[src/rtl/pwr_seq_pkg.sv]
package pwr_seq_pkg;

   typedef enum logic [1:0] {
      MODE_RUN  = 2'b00,
      MODE_DOZE = 2'b01,
      MODE_OFF  = 2'b10
   } pmode_e;

   // wake threshold in 0.25 mV LSB for each select code
   function automatic int unsigned wake_lsb(input logic [1:0] sel);
      case (sel)
         2'b00:   return 4;
         2'b01:   return 9;
         2'b10:   return 18;
         default: return 36;
      endcase
   endfunction

endpackage

[src/rtl/seq_wake_cmp.sv]
module seq_wake_cmp #(
   parameter int unsigned CUR_W = 16
) (
   input  logic signed [CUR_W-1:0] cur_word,
   input  logic [1:0]              wake_sel,
   output logic                    below
);
   import pwr_seq_pkg::*;

   localparam int unsigned MW = CUR_W + 1;

   generate
      if (CUR_W < 7) begin : g_bad_width
         $error("seq_wake_cmp: CUR_W must hold the largest threshold (36)");
      end
   endgenerate

   logic [MW-1:0] ext;
   logic [MW-1:0] mag;
   logic [MW-1:0] thr;

   // one extra bit keeps the most negative word representable after negation
   assign ext   = {cur_word[CUR_W-1], cur_word};
   assign mag   = cur_word[CUR_W-1] ? (~ext + 1'b1) : ext;
   assign thr   = MW'(wake_lsb(wake_sel));
   assign below = (mag < thr);

endmodule

[src/rtl/seq_pres_sync.sv]
module seq_pres_sync #(
   parameter int unsigned STAGES = 2
) (
   input  logic clk,
   input  logic rst_n,
   input  logic pin,
   output logic pin_q
);
   generate
      if (STAGES == 0) begin : g_direct
         assign pin_q = pin;
      end else begin : g_chain
         logic [STAGES-1:0] sr;
         always_ff @(posedge clk) begin
            if (!rst_n) sr <= '1;
            else if (STAGES == 1) sr <= pin;
            else sr <= {sr[STAGES-2:0], pin};
         end
         assign pin_q = sr[STAGES-1];
      end
   endgenerate

endmodule

[src/rtl/seq_sec_timer.sv]
module seq_sec_timer #(
   parameter int unsigned TICKS_PER_SEC = 1000
) (
   input  logic clk,
   input  logic rst_n,
   input  logic run,
   input  logic ms_tick,
   output logic sec_pulse
);
   generate
      if (TICKS_PER_SEC < 2) begin : g_bad_tps
         $error("seq_sec_timer: TICKS_PER_SEC must be at least 2");
      end
   endgenerate

   localparam int unsigned CW = $clog2(TICKS_PER_SEC);
   localparam logic [CW-1:0] LAST = CW'(TICKS_PER_SEC - 1);

   logic [CW-1:0] ms_cnt;

   assign sec_pulse = run && ms_tick && (ms_cnt == LAST);

   always_ff @(posedge clk) begin
      if (!rst_n)       ms_cnt <= '0;
      else if (!run)    ms_cnt <= '0;
      else if (ms_tick) ms_cnt <= sec_pulse ? '0 : ms_cnt + 1'b1;
   end

   // a stopped timer holds a cleared count
   a_r7_timer_idle: assert property (@(posedge clk) disable iff (!rst_n)
      (!run) |=> (ms_cnt == '0));

   // a boundary never repeats on back-to-back cycles
   a_r2_pulse_spacing: assert property (@(posedge clk) disable iff (!rst_n)
      sec_pulse |=> !sec_pulse);

endmodule

[src/rtl/seq_mode_fsm.sv]
module seq_mode_fsm #(
   parameter int unsigned SLP_W = 8
) (
   input  logic             clk,
   input  logic             rst_n,
   input  logic             sec_pulse,
   input  logic             below,
   input  logic             fault,
   input  logic             req_sleep,
   input  logic             req_off,
   input  logic             pack_ok,
   input  logic             pres_pin_q,
   input  logic [SLP_W-1:0] sleep_secs,
   output pwr_seq_pkg::pmode_e st,
   output logic             cycle_go,
   output logic             sys_present
);
   import pwr_seq_pkg::*;

   generate
      if (SLP_W < 1) begin : g_bad_slp
         $error("seq_mode_fsm: SLP_W must be at least 1");
      end
   endgenerate

   pmode_e           nxt;
   logic [SLP_W-1:0] secs_cnt;
   logic [SLP_W-1:0] lim_m1;
   logic             doze_due;
   logic             quiet_acc;
   logic             quiet_full;

   assign lim_m1   = (sleep_secs == '0) ? '0 : sleep_secs - 1'b1;
   assign doze_due = sec_pulse && (secs_cnt >= lim_m1);

   always_comb begin
      nxt = st;
      case (st)
         MODE_RUN: begin
            if (req_off) nxt = MODE_OFF;
            else if (req_sleep && quiet_full && below && !fault) nxt = MODE_DOZE;
         end
         MODE_DOZE: begin
            if (req_off) nxt = MODE_OFF;
            else if (!below || fault) nxt = MODE_RUN;
         end
         default: begin
            if (pack_ok) nxt = MODE_RUN;
         end
      endcase
   end

   always_ff @(posedge clk) begin
      if (!rst_n) begin
         st          <= MODE_RUN;
         cycle_go    <= 1'b0;
         secs_cnt    <= '0;
         quiet_acc   <= 1'b1;
         quiet_full  <= 1'b0;
         sys_present <= 1'b0;
      end else begin
         st       <= nxt;
         cycle_go <= ((st == MODE_RUN) && sec_pulse) || ((st == MODE_DOZE) && doze_due);

         if (st != MODE_DOZE)  secs_cnt <= '0;
         else if (sec_pulse)   secs_cnt <= doze_due ? '0 : secs_cnt + 1'b1;

         if (st != MODE_RUN) begin
            quiet_acc  <= 1'b1;
            quiet_full <= 1'b0;
         end else if (sec_pulse) begin
            quiet_full <= quiet_acc && below;
            quiet_acc  <= 1'b1;
         end else begin
            quiet_acc  <= quiet_acc && below;
         end

         if (st == MODE_OFF)  sys_present <= 1'b0;
         else if (sec_pulse)  sys_present <= !pres_pin_q;
      end
   end

   // current flow or fault in doze wakes to run unless off is requested
   a_r5_wake: assert property (@(posedge clk) disable iff (!rst_n)
      ((st == MODE_DOZE) && !req_off && (fault || !below)) |=> (st == MODE_RUN));

   // doze is only entered from run on a host request
   a_r6_sleep_needs_req: assert property (@(posedge clk) disable iff (!rst_n)
      ((st == MODE_RUN) && !req_sleep) |=> (st != MODE_DOZE));

   // off holds until the pack voltage flag
   a_r7_off_hold: assert property (@(posedge clk) disable iff (!rst_n)
      ((st == MODE_OFF) && !pack_ok) |=> (st == MODE_OFF));

   // off is reached from run or doze whenever requested
   a_r7_off_entry: assert property (@(posedge clk) disable iff (!rst_n)
      ((st != MODE_OFF) && req_off) |=> (st == MODE_OFF));

   // no strobe follows a cycle spent in off
   a_r7_no_go_off: assert property (@(posedge clk) disable iff (!rst_n)
      cycle_go |-> ($past(st) != MODE_OFF));

   // presence flag is cleared after a cycle in off
   a_r8_pres_off: assert property (@(posedge clk) disable iff (!rst_n)
      (st == MODE_OFF) |=> !sys_present);

   // strobe lasts one clock
   a_r2_go_single: assert property (@(posedge clk) disable iff (!rst_n)
      cycle_go |=> !cycle_go);

endmodule

[src/rtl/gauge_pwr_seq.sv]
module gauge_pwr_seq #(
   parameter int unsigned TICKS_PER_SEC = 1000,
   parameter int unsigned CUR_W         = 16,
   parameter int unsigned SLP_W         = 8,
   parameter int unsigned SYNC_STAGES   = 2
) (
   input  logic                    clk,
   input  logic                    rst_n,
   input  logic                    ms_tick,
   input  logic signed [CUR_W-1:0] cur_word,
   input  logic [1:0]              wake_sel,
   input  logic                    fault,
   input  logic                    sys_pres_n,
   input  logic                    pack_ok,
   input  logic                    req_sleep,
   input  logic                    req_off,
   input  logic [SLP_W-1:0]        sleep_secs,
   output logic [1:0]              mode,
   output logic                    cycle_go,
   output logic                    sys_present
);
   import pwr_seq_pkg::*;

   pmode_e st;
   logic   sec_pulse;
   logic   below;
   logic   pres_q;
   logic   awake;

   assign awake = (st != MODE_OFF);
   assign mode  = st;

   seq_sec_timer #(.TICKS_PER_SEC(TICKS_PER_SEC)) u_timer (
      .clk       (clk),
      .rst_n     (rst_n),
      .run       (awake),
      .ms_tick   (ms_tick),
      .sec_pulse (sec_pulse)
   );

   seq_wake_cmp #(.CUR_W(CUR_W)) u_cmp (
      .cur_word (cur_word),
      .wake_sel (wake_sel),
      .below    (below)
   );

   seq_pres_sync #(.STAGES(SYNC_STAGES)) u_sync (
      .clk   (clk),
      .rst_n (rst_n),
      .pin   (sys_pres_n),
      .pin_q (pres_q)
   );

   seq_mode_fsm #(.SLP_W(SLP_W)) u_fsm (
      .clk         (clk),
      .rst_n       (rst_n),
      .sec_pulse   (sec_pulse),
      .below       (below),
      .fault       (fault),
      .req_sleep   (req_sleep),
      .req_off     (req_off),
      .pack_ok     (pack_ok),
      .pres_pin_q  (pres_q),
      .sleep_secs  (sleep_secs),
      .st          (st),
      .cycle_go    (cycle_go),
      .sys_present (sys_present)
   );

   // strobe in a cycle implies a second boundary on the edge before
   a_r9_go_from_boundary: assert property (@(posedge clk) disable iff (!rst_n)
      cycle_go |-> $past(sec_pulse));

endmodule

[config.mk]
export PLATFORM = sky130hd
export DESIGN_NAME = gauge_pwr_seq
export DESIGN_NICKNAME = d
export VERILOG_FILES = /design/src/rtl/pwr_seq_pkg.sv /design/src/rtl/seq_wake_cmp.sv /design/src/rtl/seq_pres_sync.sv /design/src/rtl/seq_sec_timer.sv /design/src/rtl/seq_mode_fsm.sv /design/src/rtl/gauge_pwr_seq.sv
export SDC_FILE = /design/constraint.sdc
export NUM_CORES = 1
export LEC_CHECK = 0
export BUFFER_PORTS_ARGS = -buffer_cell sky130_fd_sc_hd__buf_2
export CORE_MARGIN = 1.5
export CORE_UTILIZATION = 43
export DETAILED_ROUTE_END_ITERATION = 8
export GPL_TIMING_DRIVEN = 0
export SYNTH_ARGS = -nofsm -noshare
export SYNTH_HDL_FRONTEND = slang
export SYNTH_HIERARCHICAL = 1
export SYNTH_SLANG_ARGS = --single-unit
export TNS_END_PERCENT = 30
[constraint.sdc]
create_clock -name clk -period 4.15 [get_ports clk]
set_input_delay 0.83 -clock clk [delete_from_list [all_inputs] [get_ports clk]]
set_output_delay 0.83 -clock clk [all_outputs]
set_load 0.05 [all_outputs]
==> results.md <==
- Critical path class: in2reg
- Worst path cell trace: buf_2 > or4_4 > o21ai_1 > xnor2_1 > ha_1 > a21o_1 > a31oi_1 > o2111ai_1 > nor4_2 > nor4b_1 > o21ai_0 > a21boi_0
- CTS H-tree lvls: 1
- Mapped Area: about 2100 um^2
- Number of port buffers: 36
- Post-CTS Hold Buffers: 0
- Avg Cell Area, Syn: about 8.6 um^2
- Post-synth cell types: between 50 and 60
- Max Clk Rate: 292 MHz
- R2r startpoint: u_fsm/st[0]
- Core area: between 4000 and 5000 um^2
- Die width: ~72 um
- Register-to-Register Path Depth: 7
- I/O pins: 38
- Slowest CP cell: or4_4
- Setup crit start kind: input port
- Initial core utilization: ~44%
- # DRC: 0
- Leakage: approximately 1 nW
- CP peak stage delay: ~0.57 ns
- Clk root buf: clkbuf_8
- Skew-Pair Late Insertion Delay: between 0.2 and 0.3 ns
- Worst setup EP type: flop
- Synth area leaders: dfxtp_1 25%, ha_1 12%, xnor2_1 3.8%, nand2_1 3.6%, xor2_1 3.4%
- Clk sinks: 26
- Hold Slack: slightly above 0.4 ns
- Yosys warning total: 6
- Clock transition at the registers of the reported paths: 0.09 ns
- Synth top area share: 25.2%
- Syn Nets: roughly 300
- FF+latch count, synth: 26
- Fin nets: approximately 340
- Post-CTS Setup Inserts: 0
- Die area: about 5200 um^2
- Row count: 25
- Post-route cell area: 2370 um^2
- Worst-Margin Slew: 0.470 ns
- PnR Total Power: between 0.0005 and 0.0006 W
- Gr usage total: 16.5%
- Final setup fails: 0
- Period utilization: between 80% and 90%
- HPWL Detailed: roughly 3.3 mm
- Grt total ovfl: 0
- FF-to-FF End: u_fsm/secs_cnt[1]
- Largest net degree at the start of global routing: 15
- Worst endpoint required time: ~4.4 ns
- 1st-pass router iterations: 4
- Post-synth EDFFs: 0
- Ant diodes: 0
- Routability cong.: ~0.8
- FF-to-FF setup slack: 1.73 ns
- Setup TNS: 0 ns
- Post_cts resized: 0
- Cts bufs inserted: 3
- CTS tree: built
- CTS Buffer Depth: 2
- Total wire length: approximately 4.0 mm
- Vias per cell: 5.46
- Worst ir drop on vdd: 0.116 mV
- Post-synth ARST share: 0%
- Layout cells sized above 1: roughly a fifth
- Finished Layout Cells: between 300 and 400
- Fin. Hold Viols: 0
- P&R area growth vs syn: 14.7%
- Final Max Tran Viols: 0
- Cell with the most instances after synthesis: dfxtp_1
- Synth Instances: 241
- Hold Path Class: reg2reg
- Vias in the first global route: about 1700
- Status: finished, final reports clean
- Cells after DPL: between 300 and 400
- Seq/Total Area, Yosys: 25.2%
- Die Ht: just over 70 um
- Max Cap Viol: 0
- Initial antenna violation count: 0
- Area leader, netlist: dfxtp_1
- Filler cells: 449
- Power Density: 222 nW/um^2
- Final ANT Viol Nets: 0
- Unrepaired setup endpoints after global routing: false
- Relative slew slack: ~70%
- First-pass GRT wire length: 7.15 mm
- Min Tclk post-route: ~3.4 ns
- Critical path capture point: u_fsm/st[0]
- DR vias: 1828
- Routed len/inst: 12.0 um
- Starting DRT DRC Count: 52
- Fin Clk Skew: 0.00347 ns
- Placed Instance Area: 2310 um^2
- CP Launch Point: cur_word[2]
- Worst EP arrival: approximately 3.6 ns
- Most frequent cells after synthesis: 26 x dfxtp_1, 20 x ha_1, 20 x nand2_1, 17 x inv_1, 16 x nor2_1
- Worst-path maximum fanout: 5
- Top_reg_cell synth: dfxtp_1
## metal layers
metal / track usage (%) / up-vias / share of wire, %
met3: 1.25 / 2 / 2.1
met1: 21.9 / 817 / 51
met5: 0 / - / 0
met4: 5.45 / 0 / 0.97
li1: - / 979 / -
met2: 28.5 / 30 / 46
## kinds of logic (layout without fill, tap and decap cells)
logic type	Yosys count	in the layout	share of synthesized area (%)
AOI/OAI and AO/OA	58	58	21.5
xor gates and xnor gates	17	17	7.22
adders and majority gates	20	20	12.1
buffers and inverters	21	61	3.94
DFF	26	26	25.2
muxes	3	3	1.46
and+or+nand+nor	96	96	28.5
## where the power goes
group	switching [W]	internal, W	leakage [nW]
clock	0.0000749	0.0000846	0.0288
sequential	0.00000387	0.000253	0.211
combinational	0.0000569	0.0000515	0.749
## cell type report
class                   instances  area [um^2]  share of cell area [%]
plain buffers                   4         17.5                   0.740
clock buffers                   4         55.1                    2.33
inverters                      17         63.8                    2.70
multi-input cells             194         1460                    61.8
flip-flops and latches         26          520                    22.0
well taps                      54         67.6                    2.86
repair buffers                 36          180                    7.62
## worst min-delay path by stage
stage / from / to / slack, ns / depth (start not counted)
final: u_sync/g_chain.sr[0] / u_sync/g_chain.sr[1] / 0.41 / 1
after detailed placement: u_sync/g_chain.sr[0] / u_sync/g_chain.sr[1] / 0.39 / 1
after CTS: u_sync/g_chain.sr[0] / u_sync/g_chain.sr[1] / 0.42 / 1
after floorplan: u_sync/g_chain.sr[0] / u_sync/g_chain.sr[1] / 0.39 / 1
after global placement: u_sync/g_chain.sr[0] / u_sync/g_chain.sr[1] / 0.39 / 1
after global routing: u_sync/g_chain.sr[0] / u_sync/g_chain.sr[1] / 0.44 / 1
## metrics by stage
stage                     utilization, %  setup WS [ns]
after floorplan                        -          0.839
after global placement              49.6          0.432
after detailed placement            49.6          0.443
after CTS                           50.8          0.711
after global routing                50.8          0.450
final                               50.8          0.731
## cells in the final DEF, fill, tap and decap left out, types with 2 or more instances in the layout
| master | n |
|---|---|
| buf_2 | 38 |
| dfxtp_1 | 26 |
| nand2_1 | 20 |
| ha_1 | 20 |
| inv_1 | 17 |
| nor2_1 | 16 |
| o21ai_0 | 10 |
| xnor2_1 | 9 |
| a21oi_1 | 9 |
| nand3_1 | 8 |
| xor2_1 | 8 |
| a211oi_1 | 7 |
| nand4_1 | 7 |
| nand2b_1 | 6 |
| nor2b_1 | 6 |
| nor3_1 | 6 |
| a31oi_1 | 5 |
| clkbuf_8 | 4 |
| or3_1 | 4 |
| o21ai_1 | 3 |
| nor4_2 | 3 |
| mux2i_1 | 3 |
| or4_1 | 3 |
| o32ai_1 | 3 |
| or4_4 | 2 |
| o31ai_1 | 2 |
| nor3b_1 | 2 |
| and2_1 | 2 |
| o211a_1 | 2 |
## state kept, by name, indices dropped and copies added (netlist names)
signal	flops
u_fsm/sys_present	1
u_timer/ms_cnt	10
u_fsm/st	2
u_fsm/cycle_go	1
u_fsm/quiet_full	1
u_fsm/secs_cnt	8
u_fsm/quiet_acc	1
u_sync/g_chain.sr	2
## worst max-delay path, delay by kind of cell
family          cells  cell delay (ns)
compound gates      6             0.92
xor+xnor            1             0.14
fa+ha+maj           1             0.26
buf+inv             1             0.13
simple gates        3             1.34
Power figures use the tool's default switching activity.
